==> src/rtl/asram_pkg.sv <==
package asram_pkg;
  typedef struct packed {
    logic cs_n;
    logic cs;
    logic we_n;
    logic oe_n;
  } asram_ctrl_t;

  localparam asram_ctrl_t CTRL_IDLE = '{cs_n: 1'b1, cs: 1'b0, we_n: 1'b1, oe_n: 1'b1};

  function automatic logic is_selected(asram_ctrl_t c);
    return !c.cs_n && c.cs;
  endfunction
endpackage

==> src/rtl/asram_sync.sv <==
module asram_sync #(
  parameter int W = 1,
  parameter logic [W-1:0] RST_VAL = '0
) (
  input  logic         clk,
  input  logic         rst,
  input  logic [W-1:0] d,
  output logic [W-1:0] q
);
  logic [W-1:0] meta;

  always_ff @(posedge clk) begin
    if (rst) begin
      meta <= RST_VAL;
      q    <= RST_VAL;
    end else begin
      meta <= d;
      q    <= meta;
    end
  end
endmodule

==> src/rtl/asram_wctl.sv <==
module asram_wctl
  import asram_pkg::*;
#(
  parameter int AW    = 8,
  parameter int LANES = 2,
  localparam int DW   = 8 * LANES
) (
  input  logic             clk,
  input  logic             rst,
  input  asram_ctrl_t      s_ctrl,
  input  logic [LANES-1:0] s_be_n,
  input  logic [AW-1:0]    s_addr,
  input  logic [DW-1:0]    s_din,
  output logic             commit,
  output logic [AW-1:0]    c_addr,
  output logic [DW-1:0]    c_data,
  output logic [LANES-1:0] c_lanes
);
  logic win, win_q;

  assign win    = is_selected(s_ctrl) && !s_ctrl.we_n;
  assign commit = win_q && !win;

  always_ff @(posedge clk) begin
    if (rst) begin
      win_q   <= 1'b0;
      c_addr  <= '0;
      c_data  <= '0;
      c_lanes <= '0;
    end else begin
      win_q <= win;
      if (win) begin
        c_addr  <= s_addr;
        c_data  <= s_din;
        c_lanes <= ~s_be_n;
      end
    end
  end

  AST_COMMIT_PULSE: assert property (@(posedge clk) disable iff (rst) commit |=> !commit);
  AST_HOLD_FROZEN: assert property (@(posedge clk) disable iff (rst) (!win && !commit) |=> $stable(c_addr));
endmodule

==> src/rtl/asram_store.sv <==
module asram_store #(
  parameter int AW    = 8,
  parameter int LANES = 2,
  localparam int DW    = 8 * LANES,
  localparam int DEPTH = 1 << AW
) (
  input  logic             clk,
  input  logic             wr_en,
  input  logic [AW-1:0]    wr_addr,
  input  logic [DW-1:0]    wr_data,
  input  logic [LANES-1:0] wr_lanes,
  input  logic [AW-1:0]    rd_addr,
  output logic [DW-1:0]    rd_data
);
  for (genvar g = 0; g < LANES; g++) begin : g_lane
    logic [7:0] mem [DEPTH];

    always_ff @(posedge clk) begin
      if (wr_en && wr_lanes[g])
        mem[wr_addr] <= wr_data[g*8 +: 8];
    end

    assign rd_data[g*8 +: 8] = mem[rd_addr];
  end
endmodule

==> src/rtl/asram_emu.sv <==
module asram_emu
  import asram_pkg::*;
#(
  parameter int AW    = 8,
  parameter int LANES = 2,
  localparam int DW   = 8 * LANES
) (
  input  logic             clk,
  input  logic             rst,
  input  logic             cs_n,
  input  logic             cs,
  input  logic             we_n,
  input  logic             oe_n,
  input  logic [LANES-1:0] be_n,
  input  logic [AW-1:0]    addr,
  input  logic [DW-1:0]    dq_in,
  output logic [DW-1:0]    dq_out,
  output logic [LANES-1:0] dq_oe
);
  asram_ctrl_t      raw_ctrl, s_ctrl;
  logic [LANES-1:0] s_be_n;
  logic [AW-1:0]    s_addr;
  logic [DW-1:0]    s_din;
  logic             commit;
  logic [AW-1:0]    c_addr;
  logic [DW-1:0]    c_data;
  logic [LANES-1:0] c_lanes;
  logic [DW-1:0]    rd_word;
  logic             rd_active;

  assign raw_ctrl = '{cs_n: cs_n, cs: cs, we_n: we_n, oe_n: oe_n};

  asram_sync #(.W(4), .RST_VAL(4'(CTRL_IDLE))) i_sync_ctrl (
    .clk(clk), .rst(rst), .d(raw_ctrl), .q(s_ctrl)
  );

  asram_sync #(.W(LANES), .RST_VAL({LANES{1'b1}})) i_sync_be (
    .clk(clk), .rst(rst), .d(be_n), .q(s_be_n)
  );

  asram_sync #(.W(AW + DW)) i_sync_bus (
    .clk(clk), .rst(rst), .d({addr, dq_in}), .q({s_addr, s_din})
  );

  asram_wctl #(.AW(AW), .LANES(LANES)) i_wctl (
    .clk(clk), .rst(rst), .s_ctrl(s_ctrl), .s_be_n(s_be_n),
    .s_addr(s_addr), .s_din(s_din), .commit(commit),
    .c_addr(c_addr), .c_data(c_data), .c_lanes(c_lanes)
  );

  asram_store #(.AW(AW), .LANES(LANES)) i_store (
    .clk(clk), .wr_en(commit), .wr_addr(c_addr), .wr_data(c_data),
    .wr_lanes(c_lanes), .rd_addr(s_addr), .rd_data(rd_word)
  );

  assign rd_active = is_selected(s_ctrl) && s_ctrl.we_n && !s_ctrl.oe_n;

  for (genvar g = 0; g < LANES; g++) begin : g_out
    assign dq_oe[g]           = rd_active && !s_be_n[g];
    assign dq_out[g*8 +: 8]   = dq_oe[g] ? rd_word[g*8 +: 8] : 8'h00;

    AST_IDLE_LANE_ZERO: assert property (@(posedge clk) disable iff (rst) !dq_oe[g] |-> dq_out[g*8 +: 8] == 8'h00);
  end

  AST_STANDBY_QUIET: assert property (@(posedge clk) disable iff (rst) !is_selected(s_ctrl) |-> dq_oe == '0);
  AST_WRITE_NO_DRIVE: assert property (@(posedge clk) disable iff (rst) !s_ctrl.we_n |-> dq_oe == '0);
  AST_COMMIT_NO_DRIVE_OVERLAP: assert property (@(posedge clk) disable iff (rst) commit |-> $past(dq_oe) == '0);
endmodule

==> config.mk <==
export PLATFORM = sky130hd
export DESIGN_NAME = asram_emu
export DESIGN_NICKNAME = d
export VERILOG_FILES = /design/src/rtl/asram_pkg.sv /design/src/rtl/asram_sync.sv /design/src/rtl/asram_wctl.sv /design/src/rtl/asram_store.sv /design/src/rtl/asram_emu.sv
export SDC_FILE = /design/constraint.sdc
export NUM_CORES = 2
export LEC_CHECK = 0
export BUFFER_PORTS_ARGS = -buffer_cell sky130_fd_sc_hd__buf_2
export CAP_MARGIN = 40
export CELL_PAD_IN_SITES_DETAIL_PLACEMENT = 0
export CELL_PAD_IN_SITES_GLOBAL_PLACEMENT = 2
export CORE_ASPECT_RATIO = 1.5
export CORE_MARGIN = 2
export CORE_UTILIZATION = 51
export CTS_CLUSTER_SIZE = 20
export DETAILED_ROUTE_END_ITERATION = 10
export PLACE_DENSITY_LB_ADDON = 0.25
export SKIP_CTS_REPAIR_TIMING = 1
export SYNTH_ARGS = -nofsm -noshare
export SYNTH_HDL_FRONTEND = slang
export SYNTH_SLANG_ARGS = --single-unit
==> constraint.sdc <==
create_clock -name clk -period 5.1 [get_ports clk]
set_input_delay 0.765 -clock clk [delete_from_list [all_inputs] [get_ports clk]]
set_output_delay 0.765 -clock clk [all_outputs]
set_load 0.02 [all_outputs]
* After elaboration in Yosys (flattened, before gate mapping)
Memories as Yosys holds them, arrays and structs flattened. A register that Yosys moved wholly into a read port is not among the register bits.
Cells that the tools add are included.
** Cells by class
- Add/sub/neg operators :: 0
- $mul :: 0
- Div/mod/pow operators :: 0
- Order comparisons :: 0
- Equal/unequal tests :: 0
- Shift operators :: 0
- Muxes and demuxes :: 8
- Bitwise gates (word level) :: 1
- Reductions and logical operators :: 15
** Operator list (count)
- 8-bit 2-to-1 mux :: 4
- 1-bit logical AND :: 9
- 1-bit logical NOT :: 6
- 1-bit 2-to-1 mux :: 4
- 2-bit NOT :: 1
** Word-level totals
- Register bits after elaboration :: 87
- Bits in latches :: 0
- Memory bits (writable) :: 4096
- Memory bits (read-only) :: 0
- Bits of input ports :: 32
- Output and inout port bits :: 18
- Word-level logic and storage cells :: 36
- Memories kept :: 2
** Memories
- i_store.g_lane[0].mem :: depth 256, bits a word 8, read ports 1, clocked after Yosys merged registers in 1, write ports 1, RTL line asram_store.sv:16 : logic [7:0] mem [DEPTH];
- i_store.g_lane[1].mem :: depth 256, bits a word 8, read ports 1, clocked after Yosys merged registers in 1, write ports 1, RTL line asram_store.sv:16

* Longest topological paths before layout
- Word-level depth :: 8
- Gate-level depth with buffers :: 13
- Depth with buffers taken out :: 7

* By module
From an unflattened synthesis, not the netlist that was laid out.
** Unflattened totals
- Cells, all modules :: 7973
- Area, all modules :: 163139.0 um2
** By module, submodules not included
- asram_store :: times used 1, cells an instance 7709, area each 160132.3 um2, seq. area each 122998.0 um2
- asram_sync (i_sync_bus) :: times used 1, cells an instance 101, area each 1305.0 um2, seq. area each 960.9 um2
- asram_wctl :: times used 1, cells an instance 116, area each 1221.2 um2, seq. area each 540.5 um2
- asram_sync (i_sync_ctrl) :: times used 1, cells an instance 16, area each 210.2 um2, seq. area each 160.2 um2
- asram_emu :: times used 1, cells an instance 23, area each 165.2 um2, seq. area each 0.0 um2
- asram_sync (i_sync_be) :: times used 1, cells an instance 8, area each 105.1 um2, seq. area each 80.1 um2

* Worst setup path before layout
Ideal clock, no wire load.
- Kind :: flip-flop to flip-flop
- Start point :: register i_wctl.c_data[0]
- End point :: memory i_store.g_lane[0].mem[0][0], data pin
- Library setup time :: 0.856 ns
- Data arrival time :: 3.397 ns
- Required time :: 4.244 ns
- Path slack :: 0.847 ns
- Cell stages (with the launch flop) :: 1
- Period minus slack after synthesis :: 4.253 ns
- Cell sequence :: dfxtp_1
** RTL lines
- start: declaration :: RTL line asram_wctl.sv:16 : output logic [DW-1:0] c_data,
- start signal: assignment :: RTL line asram_wctl.sv:34 : c_data <= s_din;
- end: declaration :: RTL line asram_store.sv:16
No word-level cell before the write port.

==> metrics.md <==
| Metric | Value |
|---|---|
| Busiest layer in global routing | `met2` |
| Met2 usage | `48.2%` |
| Setup-failing EPs final | `2` |
| Clk buf depth | `4` |
| Final wirelength | `461000 µm` |
| RSZ-0062 raised after global routing | `yes` |
| Fillers | `23100` |
| CP delay by family, top | `multiplexers` |
| Area occupied by multi-input gates | `35500 µm²` |
| Fmax | `0.195 GHz` |
| Post-Synthesis Cells | `7960` |
| Leading area contributor after synthesis | `edfxtp_1` |
| Number of global-route vias before repair | `83800` |
| Min Hold Slack | `0.0109 ns` |
| Setup WS post-layout | `-0.0412 ns` |
| Crit path required time | `4.34 ns` |
| Failing checks | `design-rule violations, negative setup slack` |
| Area share of the largest cell type after synthesis | `75.4%` |
| Most frequent cells in the layout | `4096 x edfxtp_1, 753 x mux4_2, 619 x nor2_1` |
| Leak | `58.0 nW` |
| DRC Markers | `8` |
| Placed cell area | `171000 µm²` |
| Post-synth ARST share | `0%` |
| Worst min-delay path class | `input port to flip-flop` |
| Routability cong. | `0.849` |
| Main area contributors after synthesis | `edfxtp_1 75%, mux4_2 10%, mux2i_1 3.3%, nor2_1 1.4%, mux4_1 1.3%` |
| #FFs+latches synth | `4183` |
| I/O Pins | `50` |
| Clock transition at path regs | `0.06 ns` |
| Synth-to-layout area growth | `13.6%` |
| Initial Utilization | `51.2%` |
| CP cell instances | `buf_12, buf_12, buf_4, mux4_2, mux4_2, o211ai_1, a221oi_2, a21o_1, buf_2` |
| Clock Latency Late Sink | `0.95 ns` |
| Layout Skew | `0.0414 ns` |
| CP arrival | `4.38 ns` |
| Drt wl/cell | `35.1 µm` |
| First-pass GRT wire length | `639000 µm` |
| Final Power | `68.2 mW` |
| Total number of vias | `83700` |
| Die Ht | `697 µm` |
| EDFF count, synth | `4096` |
| Worst hold stages | `2` |
| MaxCap Viol Count | `0` |
| Critical path depth | `9` |
| Total CTS buffers | `380` |
| Synth Flop Type | `edfxtp_1` |
| Die width | `466 µm` |
| Slowest cell on the critical path | `o211ai_1` |
| Mapped Area | `163000 µm²` |
| Biggest cell delay along the critical path | `0.59 ns` |
| Met1 usage | `34.9%` |
| H-tree Lvls | `5` |
| Max-slew violations | `0` |
| Worst R2R Setup Slack | `1.47 ns` |
| Root Driver | `clkbuf_16` |
| Worst R2R End | `i_store.g_lane[1].mem[118][1]` |
| Endpoint class of the critical path | `output pin` |
| Final TNS setup | `-0.0713 ns` |
| Tmin final | `5.14 ns` |
| Rel. slew slack | `26.0%` |
| Post-DRT Antenna Nets | `0` |
| Synthesis Warnings | `0` |
| Design area | `185000 µm²` |
| Vias per cell | `6.37` |
| Largest net degree at the start of global routing | `204` |
| Drt first pass iters | `8` |
| CTS sink count | `4183` |
| I/O Buffers | `49` |
| Final worst-path cycle share | `101%` |
| Worst Hold End | `i_sync_be.meta[0]` |
| Remaining Overflow, GRT | `0` |
| Seq/Total Area, Yosys | `76.5%` |
| Synth unique cells | `77` |
| Initial DRC count | `9562` |
| Hold path start | `be_n[0]` |
| Final HPWL from detailed placement | `293000 µm` |
| Initial antenna violation count | `24` |
| Syn_nets | `7992` |
| Worst Path Buf+Inv | `4` |
| Max IR drop VDD | `0.000315 V` |
| Worst Path Class, Setup | `flip-flop to output pin` |
| Worst reg2reg path startpoint | `i_wctl.c_addr[1]` |
| TritonCTS clock tree | `built` |
| Crit path max fanout | `16` |
| Core Box Area | `319000 µm²` |
| Die area | `324000 µm²` |
| Layout cells sized above 1 | `25.1%` |
| Site row count | `254` |
| Startpoint Class | `flip-flop` |
| Status | `finished, violations left` |
| Path depth of the worst reg2reg path | `4` |
| Mapped Avg Cell Area | `20.5 µm²` |
| Worst-Margin Slew | `1.11 ns` |
| GRT met3 Usage | `4.20%` |
| Hold Fails Final Rpt | `0` |
| All-layer global routing usage | `28.0%` |
| Final net count | `8616` |
| Leading cell type in the layout, fill and taps excluded | `edfxtp_1` |
| Power per cell area | `368 nW/µm²` |
| Reg area | `125000 µm²` |
-- state kept, by name, indices dropped and copies added (netlist names) --
register            flops
i_wctl.win_q            1
i_sync_be.q             2
i_sync_be.meta          2
i_wctl.c_addr           8
i_sync_bus.meta        24
i_store.g_lane.mem   4096
i_sync_ctrl.q           4
i_sync_ctrl.meta        4
i_wctl.c_lanes          2
i_sync_bus.q           24
i_wctl.c_data          16
-- kinds of logic (layout without fill, tap and decap cells) --
kind of cell	Yosys count	in the layout	synth area share, %
DFF	4183	4183	76.5
muxes	1381	1381	15.1
AOI/OAI and AO/OA	759	759	3.25
other	0	13	0
buffers and inverters	503	1442	2.23
and+or+nand+nor	1134	1134	3.00
-- final cells by class --
type                       instances  area share [%]
clock buffer                     472            5.47
inverter                           4          0.0135
antenna                           13          0.0176
clock inverter                   225            1.21
tap                             4224            2.85
multi-input combinational       3274            19.2
timing repair buffer             741            3.93
sequential                      4183            67.3
-- through the flow --
step	worst slack, ns	cells	utilization (%)
2_1_floorplan	0.847	7960	-
3_3_place_gp	-0.205	12300	53.5
3_5_place_dp	-0.209	12400	53.7
4_1_cts	-1.24	13100	57.6
5_1_grt	-0.0698	13100	58.1
6_report	-0.0412	13100	58.1
-- cell usage after synthesis, drive strengths merged (8+ instances only) --
cell type and count:
a22oi 31, o221ai 203, edfxtp 4096, buf 306
dfxtp 87, nand3 66, clkbuf 190, nor3 62
nor2 629, a2111oi 17, a211oi 20, mux2 15
mux4 833, and2 16, nor4 17, a31oi 16
or3 8, nand4 30, nand2 199, o22ai 151
or2 13, o211ai 9, a21oi 151, mux2i 533
o21ai 88, nor2b 66, a221oi 9, and3 8
-- power breakdown --
| group | internal, mW | leakage (nW) | switching [mW] |
|---|---|---|---|
| Clock | 16.2 | 6.04 | 12.6 |
| Sequential | 37.1 | 38.7 | 0.0283 |
| Combinational | 0.940 | 13.3 | 1.33 |
| Total | 54.3 | 58.0 | 13.9 |
-- routing by layer --
layer / vias up / part of all wire, %
met5: - / 0.020
met4: 16 / 5.3
met3: 817 / 7.4
met2: 3694 / 51
met1: 44800 / 36
li1: 34300 / -
-- worst reg2reg max path: cells and delay by family (launching register included) --
kind,cells,cell delay (ns)
buf+inv,1,0.50
simple gates,3,2.16
flops,1,0.57
-- how the worst max path moves through the flow --
stage | startpoint | to | slack (ns)
after floorplan | i_wctl.c_data[0] | i_store.g_lane[0].mem[0][0] | 0.85
after global placement | i_sync_bus.q[16] | dq_out[13] | -0.20
after detailed placement | i_sync_bus.q[16] | dq_out[10] | -0.21
after CTS | i_sync_bus.q[16] | dq_out[10] | -1.24
after global routing | i_sync_bus.q[16] | dq_out[0] | -0.07
final | i_sync_bus.q[16] | dq_out[4] | -0.04
Note: power is estimated with default switching activity, not from simulation.
